`src/rtl/cfgb_pkg.sv`:
```
// Shared types and constants for the configuration access bridge.
// Assumes a 32-bit data path split into four byte lanes.
package cfgb_pkg;

    localparam int DATA_W = 32;
    localparam int ADDR_W = 32;

    typedef enum logic [1:0] {
        SZ_BYTE = 2'd0,
        SZ_HALF = 2'd1,
        SZ_WORD = 2'd2,
        SZ_RSVD = 2'd3
    } acc_size_e;

    typedef enum logic {
        ST_IDLE = 1'b0,
        ST_WAIT = 1'b1
    } req_state_e;

endpackage

```
`src/rtl/cfgb_addr_map.sv`:
```
// Forms the configuration address from the processor address.
// Keeps the low WIN_BITS bits and forces the top address bit high.
// Assumes WIN_BITS < ADDR_W - 1.
module cfgb_addr_map #(
    parameter int ADDR_W   = 32,
    parameter int WIN_BITS = 24
) (
    input  logic [WIN_BITS-1:0] win_offset,
    output logic [ADDR_W-1:0]   cfg_addr
);

    localparam int PAD_W = ADDR_W - WIN_BITS - 1;

    // Purpose: assemble {1, zero pad, window offset}.
    always_comb begin
        cfg_addr = {1'b1, {PAD_W{1'b0}}, win_offset};
    end

endmodule

```
`src/rtl/cfgb_lane_swap.sv`:
```
// Reorders byte lanes by access size between big- and little-endian sides.
// Word: all lanes reversed. Halfword: lanes 0/1 exchanged. Byte: lane 0 kept.
// Lanes outside the access are zero. Reserved size gives all zero.
// The mapping is its own inverse, so it serves both directions.
module cfgb_lane_swap
    import cfgb_pkg::*;
#(
    parameter int DATA_W = 32
) (
    input  logic [1:0]        size,
    input  logic [DATA_W-1:0] din,
    output logic [DATA_W-1:0] dout
);

    localparam int NB   = DATA_W / 8;
    localparam int HALF = 2;

    logic [DATA_W-1:0] word_sw;
    logic [DATA_W-1:0] half_sw;
    logic [DATA_W-1:0] byte_sw;

    // Each lane's source is fixed per size variant, so the structure repeats.
    for (genvar i = 0; i < NB; i++) begin : g_lane
        assign word_sw[i*8 +: 8] = din[(NB-1-i)*8 +: 8];
        if (i < HALF) begin : g_h
            assign half_sw[i*8 +: 8] = din[(HALF-1-i)*8 +: 8];
        end else begin : g_hz
            assign half_sw[i*8 +: 8] = 8'h00;
        end
        if (i == 0) begin : g_b
            assign byte_sw[i*8 +: 8] = din[7:0];
        end else begin : g_bz
            assign byte_sw[i*8 +: 8] = 8'h00;
        end
    end

    // Purpose: select the variant matching the access size.
    always_comb begin
        unique case (acc_size_e'(size))
            SZ_WORD: dout = word_sw;
            SZ_HALF: dout = half_sw;
            SZ_BYTE: dout = byte_sw;
            default: dout = '0;
        endcase
    end

endmodule

```
`src/rtl/cfgb_ctrl.sv`:
```
// Request controller: captures one access from a strobe while idle, holds
// the request until acknowledged, then raises a one-cycle read-valid.
// Assumes the requester acknowledges no earlier than the first req cycle.
module cfgb_ctrl
    import cfgb_pkg::*;
#(
    parameter int ADDR_W = 32,
    parameter int DATA_W = 32
) (
    input  logic              clk,
    input  logic              rst_n,
    input  logic              wr_stb,
    input  logic              rd_stb,
    input  logic [1:0]        size_in,
    input  logic [ADDR_W-1:0] addr_in,
    input  logic [DATA_W-1:0] wdata_in,
    input  logic              ack,
    output logic              req,
    output logic              we,
    output logic [1:0]        size_q,
    output logic [ADDR_W-1:0] addr_q,
    output logic [DATA_W-1:0] wdata_q,
    output logic              rd_done
);

    req_state_e state;
    logic       accept;
    logic       finish;

    // Purpose: decide whether this edge takes a new access or ends one.
    always_comb begin
        accept = (state == ST_IDLE) && (wr_stb || rd_stb) &&
                 (acc_size_e'(size_in) != SZ_RSVD);
        finish = (state == ST_WAIT) && ack;
    end

    // Purpose: request state sequencing.
    always_ff @(posedge clk) begin
        if (!rst_n) begin
            state <= ST_IDLE;
        end else if (accept) begin
            state <= ST_WAIT;
        end else if (finish) begin
            state <= ST_IDLE;
        end
    end

    // Purpose: capture the access fields; a write wins over a read.
    always_ff @(posedge clk) begin
        if (!rst_n) begin
            we      <= 1'b0;
            size_q  <= 2'd0;
            addr_q  <= '0;
            wdata_q <= '0;
        end else if (accept) begin
            we      <= wr_stb;
            size_q  <= size_in;
            addr_q  <= addr_in;
            wdata_q <= wdata_in;
        end
    end

    // Purpose: one-cycle marker that a read has just been answered.
    always_ff @(posedge clk) begin
        if (!rst_n) begin
            rd_done <= 1'b0;
        end else begin
            rd_done <= finish && !we;
        end
    end

    assign req = (state == ST_WAIT);

endmodule

```
`src/rtl/cfg_swap_bridge.sv`:
```
// Top of the configuration access bridge: address formation, write-lane
// reordering before capture, read-lane reordering on return and a
// registered read result. Synchronous active-low reset.
module cfg_swap_bridge
    import cfgb_pkg::*;
#(
    parameter int WIN_BITS = 24
) (
    input  logic              clk,
    input  logic              rst_n,
    input  logic [ADDR_W-1:0] cpu_addr,
    input  logic [1:0]        cpu_size,
    input  logic [DATA_W-1:0] cpu_wdata,
    input  logic              cpu_wr,
    input  logic              cpu_rd,
    output logic              cpu_busy,
    output logic              cpu_rvalid,
    output logic [DATA_W-1:0] cpu_rdata,
    output logic              cfg_req,
    output logic              cfg_we,
    output logic [ADDR_W-1:0] cfg_addr,
    output logic [1:0]        cfg_size,
    output logic [DATA_W-1:0] cfg_wdata,
    input  logic              cfg_ack,
    input  logic [DATA_W-1:0] cfg_rdata
);

    logic [ADDR_W-1:0] mapped_addr;
    logic [DATA_W-1:0] wr_swapped;
    logic [DATA_W-1:0] rd_swapped;
    logic [DATA_W-1:0] rdata_q;
    logic              rd_done;
    logic              unused_hi_addr;

    // Bits above the window never reach the configuration side.
    assign unused_hi_addr = ^cpu_addr[ADDR_W-1:WIN_BITS];

    cfgb_addr_map #(
        .ADDR_W   (ADDR_W),
        .WIN_BITS (WIN_BITS)
    ) u_addr (
        .win_offset (cpu_addr[WIN_BITS-1:0]),
        .cfg_addr   (mapped_addr)
    );

    cfgb_lane_swap #(.DATA_W(DATA_W)) u_wr_swap (
        .size (cpu_size),
        .din  (cpu_wdata),
        .dout (wr_swapped)
    );

    cfgb_ctrl #(
        .ADDR_W (ADDR_W),
        .DATA_W (DATA_W)
    ) u_ctrl (
        .clk      (clk),
        .rst_n    (rst_n),
        .wr_stb   (cpu_wr),
        .rd_stb   (cpu_rd),
        .size_in  (cpu_size),
        .addr_in  (mapped_addr),
        .wdata_in (wr_swapped),
        .ack      (cfg_ack),
        .req      (cfg_req),
        .we       (cfg_we),
        .size_q   (cfg_size),
        .addr_q   (cfg_addr),
        .wdata_q  (cfg_wdata),
        .rd_done  (rd_done)
    );

    cfgb_lane_swap #(.DATA_W(DATA_W)) u_rd_swap (
        .size (cfg_size),
        .din  (cfg_rdata),
        .dout (rd_swapped)
    );

    // Purpose: latch reordered read data at the acknowledging edge.
    always_ff @(posedge clk) begin
        if (!rst_n) begin
            rdata_q <= '0;
        end else if (cfg_req && cfg_ack && !cfg_we) begin
            rdata_q <= rd_swapped;
        end
    end

    assign cpu_rdata  = rdata_q;
    assign cpu_rvalid = rd_done;
    assign cpu_busy   = cfg_req;

endmodule

```
`config.mk`:
```
export PLATFORM = sky130hd
export DESIGN_NAME = cfg_swap_bridge
export DESIGN_NICKNAME = d
export VERILOG_FILES = /design/src/rtl/cfgb_pkg.sv /design/src/rtl/cfgb_addr_map.sv /design/src/rtl/cfgb_lane_swap.sv /design/src/rtl/cfgb_ctrl.sv /design/src/rtl/cfg_swap_bridge.sv
export SDC_FILE = /design/constraint.sdc
export NUM_CORES = 1
export LEC_CHECK = 0
export ABC_AREA = 1
export BUFFER_PORTS_ARGS = -buffer_cell sky130_fd_sc_hd__buf_2
export CELL_PAD_IN_SITES_DETAIL_PLACEMENT = 1
export CELL_PAD_IN_SITES_GLOBAL_PLACEMENT = 2
export CORE_MARGIN = 5
export CORE_UTILIZATION = 20
export CTS_CLUSTER_DIAMETER = 80
export DETAILED_ROUTE_END_ITERATION = 12
export PLACE_DENSITY_LB_ADDON = 0.15
export REMOVE_ABC_BUFFERS = 1
export SYNTH_ARGS = -nofsm -noshare
export SYNTH_HDL_FRONTEND = slang
export SYNTH_SLANG_ARGS = --single-unit
```
`constraint.sdc`:
```
create_clock -name clk -period 1 [get_ports clk]
set_input_delay 0.05 -clock clk [delete_from_list [all_inputs] [get_ports clk]]
set_output_delay 0.05 -clock clk [all_outputs]
set_load 0.02 [all_outputs]
```
### Yosys cells after proc, flatten, opt, wreduce, memory -nomap -nowiden

Index checks and enable logic that the tools add are counted.

| word-level totals | value |
|---|---|
| register bits after elaboration | 94 |
| bits of input ports | 103 |
| output and inout port bits | 102 |

| operators by class | value |
|---|---|
| eq/ne operators | 5 |
| multiplexer cells | 4 |
| bitwise operators | 1 |
| reduce and logical (&&, ||, !) cells | 9 |

Operator list:

| cell | count |
|---|---|
| $pmux W32 S3 | 2 |
| $eq A2 B1 Y1 const B | 2 |
| $eq A2 B2 Y1 const B | 2 |
| $logic_and A1 B1 Y1 | 4 |
| $logic_not A2 Y1 | 2 |
| $mux W1 | 2 |
| $ne A2 B2 Y1 const B | 1 |
| $reduce_bool A2 Y1 | 1 |
| $logic_not A1 Y1 | 1 |
| $logic_or A1 B1 Y1 | 1 |
| $not A1 Y1 | 1 |

### Depth between registers and ports, before layout

| logic depth | value |
|---|---|
| depth in word-level cells | 4 |
| gate-level depth with buffers | 8 |
| depth with buffers taken out | 7 |

### By module

Synthesis repeated with hierarchy kept, for this count alone.

| second synthesis, totals | value |
|---|---|
| cell total of the unflattened synthesis | 869 |
| area total of the unflattened synthesis | 5261.3 µm² |

Modules (own cells, without submodules):

| module | times used | cells each | area each (µm²) | sequential area each (µm²) |
|---|---|---|---|---|
| cfgb_ctrl | 1 | 437 | 2822.7 | 1381.3 |
| cfg_swap_bridge | 1 | 204 | 1332.5 | 640.6 |
| cfgb_lane_swap | 2 | 97 | 429.2 | 0.0 |
| cfgb_addr_map | 1 | 34 | 247.7 | 0.0 |

### Worst setup path after synthesis

OpenSTA, ideal clock, no wires.

| timing | value |
|---|---|
| path type | reg-to-reg |
| start | register u_ctrl.state, in the netlist u_ctrl.req |
| end | register rdata_q[22], in the netlist cpu_rdata[22] |
| setup time | 0.074 ns |
| arrival time | 1.197 ns |
| required time | 0.926 ns |
| path slack | -0.271 ns |
| cell stages (with the launch flop) | 8 |
| path buffers | 1 |
| period minus slack after synthesis | 1.271 ns |
| cells stage by stage | dfxtp_1 -> inv_1 -> nor2_1 -> nand2_1 -> inv_2 -> nand2_2 -> buf_2 -> o21ai_0 |

| between the ends | value |
|---|---|
| longest elaborated chain between the ends | 2 |

RTL lines:

| what | line | RTL |
|---|---|---|
| from (decl) | cfgb_ctrl.sv:26 | `req_state_e state;` |
| from (signal assigned) | cfgb_ctrl.sv:40 | `state <= ST_IDLE;` |
| from (signal assigned) | cfgb_ctrl.sv:42 | `state <= ST_WAIT;` |
| from (signal assigned) | cfgb_ctrl.sv:44 | `state <= ST_IDLE;` |
| $logic_and A1 B1 Y1 (2 in series) | cfg_swap_bridge.sv:82 | `end else if (cfg_req && cfg_ack && !cfg_we) begin` |
| to (signal assigned) | cfg_swap_bridge.sv:83 | `rdata_q <= rd_swapped;` |
| to (decl) | cfg_swap_bridge.sv:31 | `logic [DATA_W-1:0] rdata_q;` |

No other way between the ends.
A chain may end at the register's enable or synchronous reset.

### Worst setup path after layout

| timing | value |
|---|---|
| start | register u_ctrl.state, in the netlist u_ctrl.req |
| end | register u_ctrl.wdata_q[29] |

| between the ends | value |
|---|---|
| longest elaborated chain between the ends | 3 |

RTL lines:

| what | line | RTL |
|---|---|---|
| $not A1 Y1 | cfgb_ctrl.sv:32 | `accept = (state == ST_IDLE) && (wr_stb \|\| rd_stb) &&` |
| $logic_and A1 B1 Y1 (2 in series) | cfgb_ctrl.sv:32 |  |
| to (signal assigned) | cfgb_ctrl.sv:59 | `wdata_q <= wdata_in;` |
| to (decl) | cfgb_ctrl.sv:22 | `output logic [DATA_W-1:0] wdata_q,` |

No other way between the ends.

==> impl_results.rst <==
.. list-table::
   :header-rows: 1

   * - Metric
     - Value
   * - Number of remaining DRC errors
     - 0
   * - Worst hold slack
     - 5.85 ps
   * - Family with the most delay on the worst path
     - buffers and inverters
   * - Final wirelength
     - 18100 microns
   * - Total number of vias
     - ~4700
   * - Total Nets Final
     - 957
   * - Final Cycle Share
     - 1.22
   * - Core Util, Final
     - 0.335
   * - Slowest-stage cell, CP
     - sky130_fd_sc_hd__dfxtp_2
   * - Worst EP arrival
     - 1470 ps
   * - Critical register-to-register path startpoint
     - u_ctrl.req
   * - Leakage power
     - between 3 and 4 nW
   * - Yosys top cell by area
     - sky130_fd_sc_hd__dfxtp_1
   * - Register share of total power
     - 0.382
   * - Worst reg2reg setup slack
     - -220 ps
   * - Hold Path Origin
     - cfg_rdata[11]
   * - Die Width
     - ~150 microns
   * - Starting utilization of the core area
     - 0.202
   * - Post-synthesis average cell area
     - ~6.7 sq um
   * - Fin. max-slew vios
     - 0
   * - Wire length of the first global-routing pass
     - about 28000 microns
   * - Data required time at the worst endpoint
     - 1250 ps
   * - EDFF count, synth
     - 0
   * - Number of iterations in the first detailed-routing pass
     - 4
   * - Number of register bits inferred by synthesis
     - 94
   * - Drt initial violations
     - between 150 and 200
   * - I/O Pins
     - between 200 and 250
   * - Root buffer cell
     - sky130_fd_sc_hd__clkbuf_16
   * - Outcome
     - complete, but fails checks
   * - Clock sinks
     - 94
   * - RSZ-0062 raised after global routing
     - yes
   * - Top-area cell type share of the netlist area
     - 0.466
   * - Total grt overflow
     - 0
   * - Portion of total power attributed to the clock network
     - 0.357
   * - Final critical path time including I/O delays and setup
     - 1220 ps
   * - H-tree depth
     - 3
   * - Worst vdd ir
     - 0.719 mV
   * - Skew-Pair Late Insertion Delay
     - about 350 ps
   * - Most frequently used flop master after synthesis
     - sky130_fd_sc_hd__dfxtp_1
   * - Internal power
     - between 7 and 8 mW
   * - Gpl congestion
     - ~0.79
   * - CP startpoint kind
     - flop
   * - Area growth syn-to-layout
     - 66.3%
   * - Top cells by area in the synthesized netlist
     - sky130_fd_sc_hd__dfxtp_1, sky130_fd_sc_hd__nand2_1, sky130_fd_sc_hd__nor2_1
   * - Worst Clk Skew
     - 9.71 ps
   * - Layout cells sized above 1
     - 0.370
   * - Power per unit of standard cell area
     - roughly 1600 nW/um^2
   * - Clock transition at the register clock pins on the worst setup and hold paths after CTS
     - about 70 ps
   * - Cell-by-cell listing of the critical path
     - inv_4 -> nand2_4 -> a21oi_4 -> buf_12 -> buf_12 -> buf_16 -> nand2_2 -> nand2_2 -> nor2_1
   * - Library cell with the highest instance count after synthesis
     - sky130_fd_sc_hd__nand2_1
   * - Violated checks
     - setup timing
   * - Synth cell types
     - 20
   * - Synthesis warning total
     - 0
   * - CP max stage delay
     - about 340 ps
   * - Number of global-route vias before repair
     - just under 5000
   * - Maxcap violations
     - 0
   * - Count of input and output buffers
     - roughly 190
   * - Number of antenna violations at the first check in global routing
     - 1
   * - Peak clock frequency supported by timing
     - around 820 MHz
   * - Depth of the worst register-to-register path
     - 9
   * - Synthesized instance count
     - roughly 600
   * - Relative contribution of combinational cells to total power
     - 0.261
   * - Total half-perimeter wirelength after legalization and detailed placement
     - 12500 microns
   * - Most frequent cells after synthesis
     - sky130_fd_sc_hd__nand2_1, sky130_fd_sc_hd__nor2_1, sky130_fd_sc_hd__dfxtp_1, sky130_fd_sc_hd__nand3_1, sky130_fd_sc_hd__o21ai_0
   * - TritonCTS clock tree
     - yes
   * - Vias per std cell
     - between 4 and 5
   * - Setup WS post-layout
     - -223 ps
   * - Total setup violations reported at the end of the flow
     - 95
   * - Height of the chip
     - approximately 150 microns
   * - Die area
     - between 20000 and 25000 sq um
   * - Core Footprint
     - 20000 sq um
   * - Gr usage total
     - 0.150
   * - NetSw
     - about 3.4 mW
   * - Pre-CTS WS
     - -273 ps
   * - Post-synth ARST share
     - 0
   * - Total clock buffers created by CTS
     - 9
   * - Critical path fanouts, max
     - 5
   * - Class of the tightest hold or removal check
     - in2reg
   * - Finished layout cell area
     - between 6000 and 7000 sq um
   * - Std-Cell Rows
     - 52
   * - CP Buf/Inv Count
     - 4
   * - Antenna Violating Nets Remaining
     - 0
   * - Placed cell area
     - roughly 5500 sq um
   * - Number of buffers between clock root and the deepest sink
     - 2
   * - Path type of the worst setup path
     - reg2reg
   * - Sequential area share after synthesis
     - 0.466
   * - Synthesized area
     - ~4000 sq um
   * - Average wire per standard cell
     - 16.1 microns
   * - Critical register-to-register path endpoint
     - u_ctrl.wdata_q[29]
   * - Setup crit end kind
     - flop
   * - Switching power share of the total
     - 0.314
   * - Worst Hold Endpoint
     - cpu_rdata[19]
   * - Final Hold Fails
     - 0
   * - Cell count of the worst hold path
     - 3
   * - Largest net degree at the start of global routing
     - 45
area by class of cell:
| cell class | instances | area (sq um) |
|---|---|---|
| fill | 2514 | 13300 |
| multi-input combinational | 451 | 2040 |
| timing repair buffer | 277 | 2030 |
| sequential | 94 | 1890 |
| tap | 270 | 338 |
| clock buffer | 9 | 225 |
| clock inverter | 7 | 105 |
| inverter | 21 | 92.6 |
| antenna | 1 | 2.50 |
worst register-to-register path, cell delays in order, from the launching register on:
cell	delay (ps)
sky130_fd_sc_hd__dfxtp_2	340
sky130_fd_sc_hd__inv_4	70
sky130_fd_sc_hd__nand2_4	60
sky130_fd_sc_hd__a21oi_4	150
sky130_fd_sc_hd__buf_12	160
sky130_fd_sc_hd__buf_12	120
sky130_fd_sc_hd__buf_16	120
sky130_fd_sc_hd__nand2_2	50
sky130_fd_sc_hd__nand2_2	40
sky130_fd_sc_hd__nor2_1	30
power by group through the flow:
| stage | Clock (mW) | Sequential (mW) | Combinational, mW |
|---|---|---|---|
| after floorplan | 0 | 4.58 | 0.790 |
| after global placement | 0 | 4.22 | 2.22 |
| after detailed placement | 0 | 4.24 | 2.25 |
| after CTS | 4.03 | 4.15 | 2.71 |
| after global routing | 4.19 | 4.20 | 3.10 |
| final | 3.88 | 4.16 | 2.83 |
placed cells by master (no fill, tap or decap), types with 4 or more instances in the layout:
cell type / synthesis / final
sky130_fd_sc_hd__nand3_1: 48 / 45
sky130_fd_sc_hd__inv_1: 17 / 13
sky130_fd_sc_hd__o21ai_1: 4 / 29
sky130_fd_sc_hd__buf_6: 2 / 19
sky130_fd_sc_hd__nor2_2: 1 / 6
sky130_fd_sc_hd__nand2_2: 2 / 23
sky130_fd_sc_hd__dlygate4sd3_1: 0 / 37
sky130_fd_sc_hd__buf_2: 15 / 185
sky130_fd_sc_hd__nor2_1: 126 / 120
sky130_fd_sc_hd__a21oi_2: 1 / 8
sky130_fd_sc_hd__conb_1: 1 / 7
sky130_fd_sc_hd__nand2_1: 198 / 172
sky130_fd_sc_hd__clkbuf_16: 0 / 12
sky130_fd_sc_hd__o21ai_0: 46 / 18
sky130_fd_sc_hd__a21oi_1: 17 / 9
sky130_fd_sc_hd__buf_12: 0 / 10
sky130_fd_sc_hd__buf_4: 14 / 19
sky130_fd_sc_hd__nand2_4: 0 / 4
sky130_fd_sc_hd__dfxtp_1: 94 / 90
sequential cells by signal, summed over array words and instances (netlist names):
name,count
u_ctrl.size_q,2
u_ctrl.req,1
u_ctrl.addr_q,25
u_ctrl.we,1
u_ctrl.rd_done,1
u_ctrl.wdata_q,32
cpu_rdata,32
routing by layer:
layer / part of all wire / wire length (microns) / GRT usage
met3: 0.036 / 660 / 0.0327
met1: 0.46 / 8420 / 0.196
met5: 0 / 0 / 0
met4: 0.013 / 238 / 0.0385
met2: 0.49 / 8820 / 0.253
stage by stage:
step	std cells	setup TNS [ps]	power, mW
floorplan	566	-101060	5.37
global placement	1059	-15250	6.45
detailed placement	1059	-19160	6.49
CTS	1124	-14730	10.9
global route	1130	-18490	11.5
finish	1130	-11110	10.9
worst max-delay path by stage:
stage | start | end | slack [ps] | depth (start not counted)
floorplan | u_ctrl.req | u_ctrl.wdata_q[16] | -1360 | 6
global placement | u_ctrl.req | u_ctrl.wdata_q[27] | -220 | 7
detailed placement | u_ctrl.req | u_ctrl.wdata_q[23] | -270 | 7
CTS | u_ctrl.req | u_ctrl.size_q[1] | -240 | 8
global route | u_ctrl.req | cpu_rdata[13] | -280 | 8
finish | u_ctrl.req | u_ctrl.wdata_q[29] | -220 | 9
cells by family after synthesis:
| family | synth area share |
|---|---|
| DFF | 0.466 |
| and+or+nand+nor | 0.368 |
| buffers and inverters | 0.0799 |
| other | 0.000928 |
| AOI/OAI and AO/OA | 0.0852 |
timing repair:
action                     in CTS  in global routing
resized for setup              51                 80
pin swaps                       2                 11
setup buffers                   6                  4
cloned                          7                  4
hold buffers                   37                  0
hold endpoints to repair       37                  0
setup endpoints to repair      99                 99
Note: power is estimated with default switching activity, not from simulation.
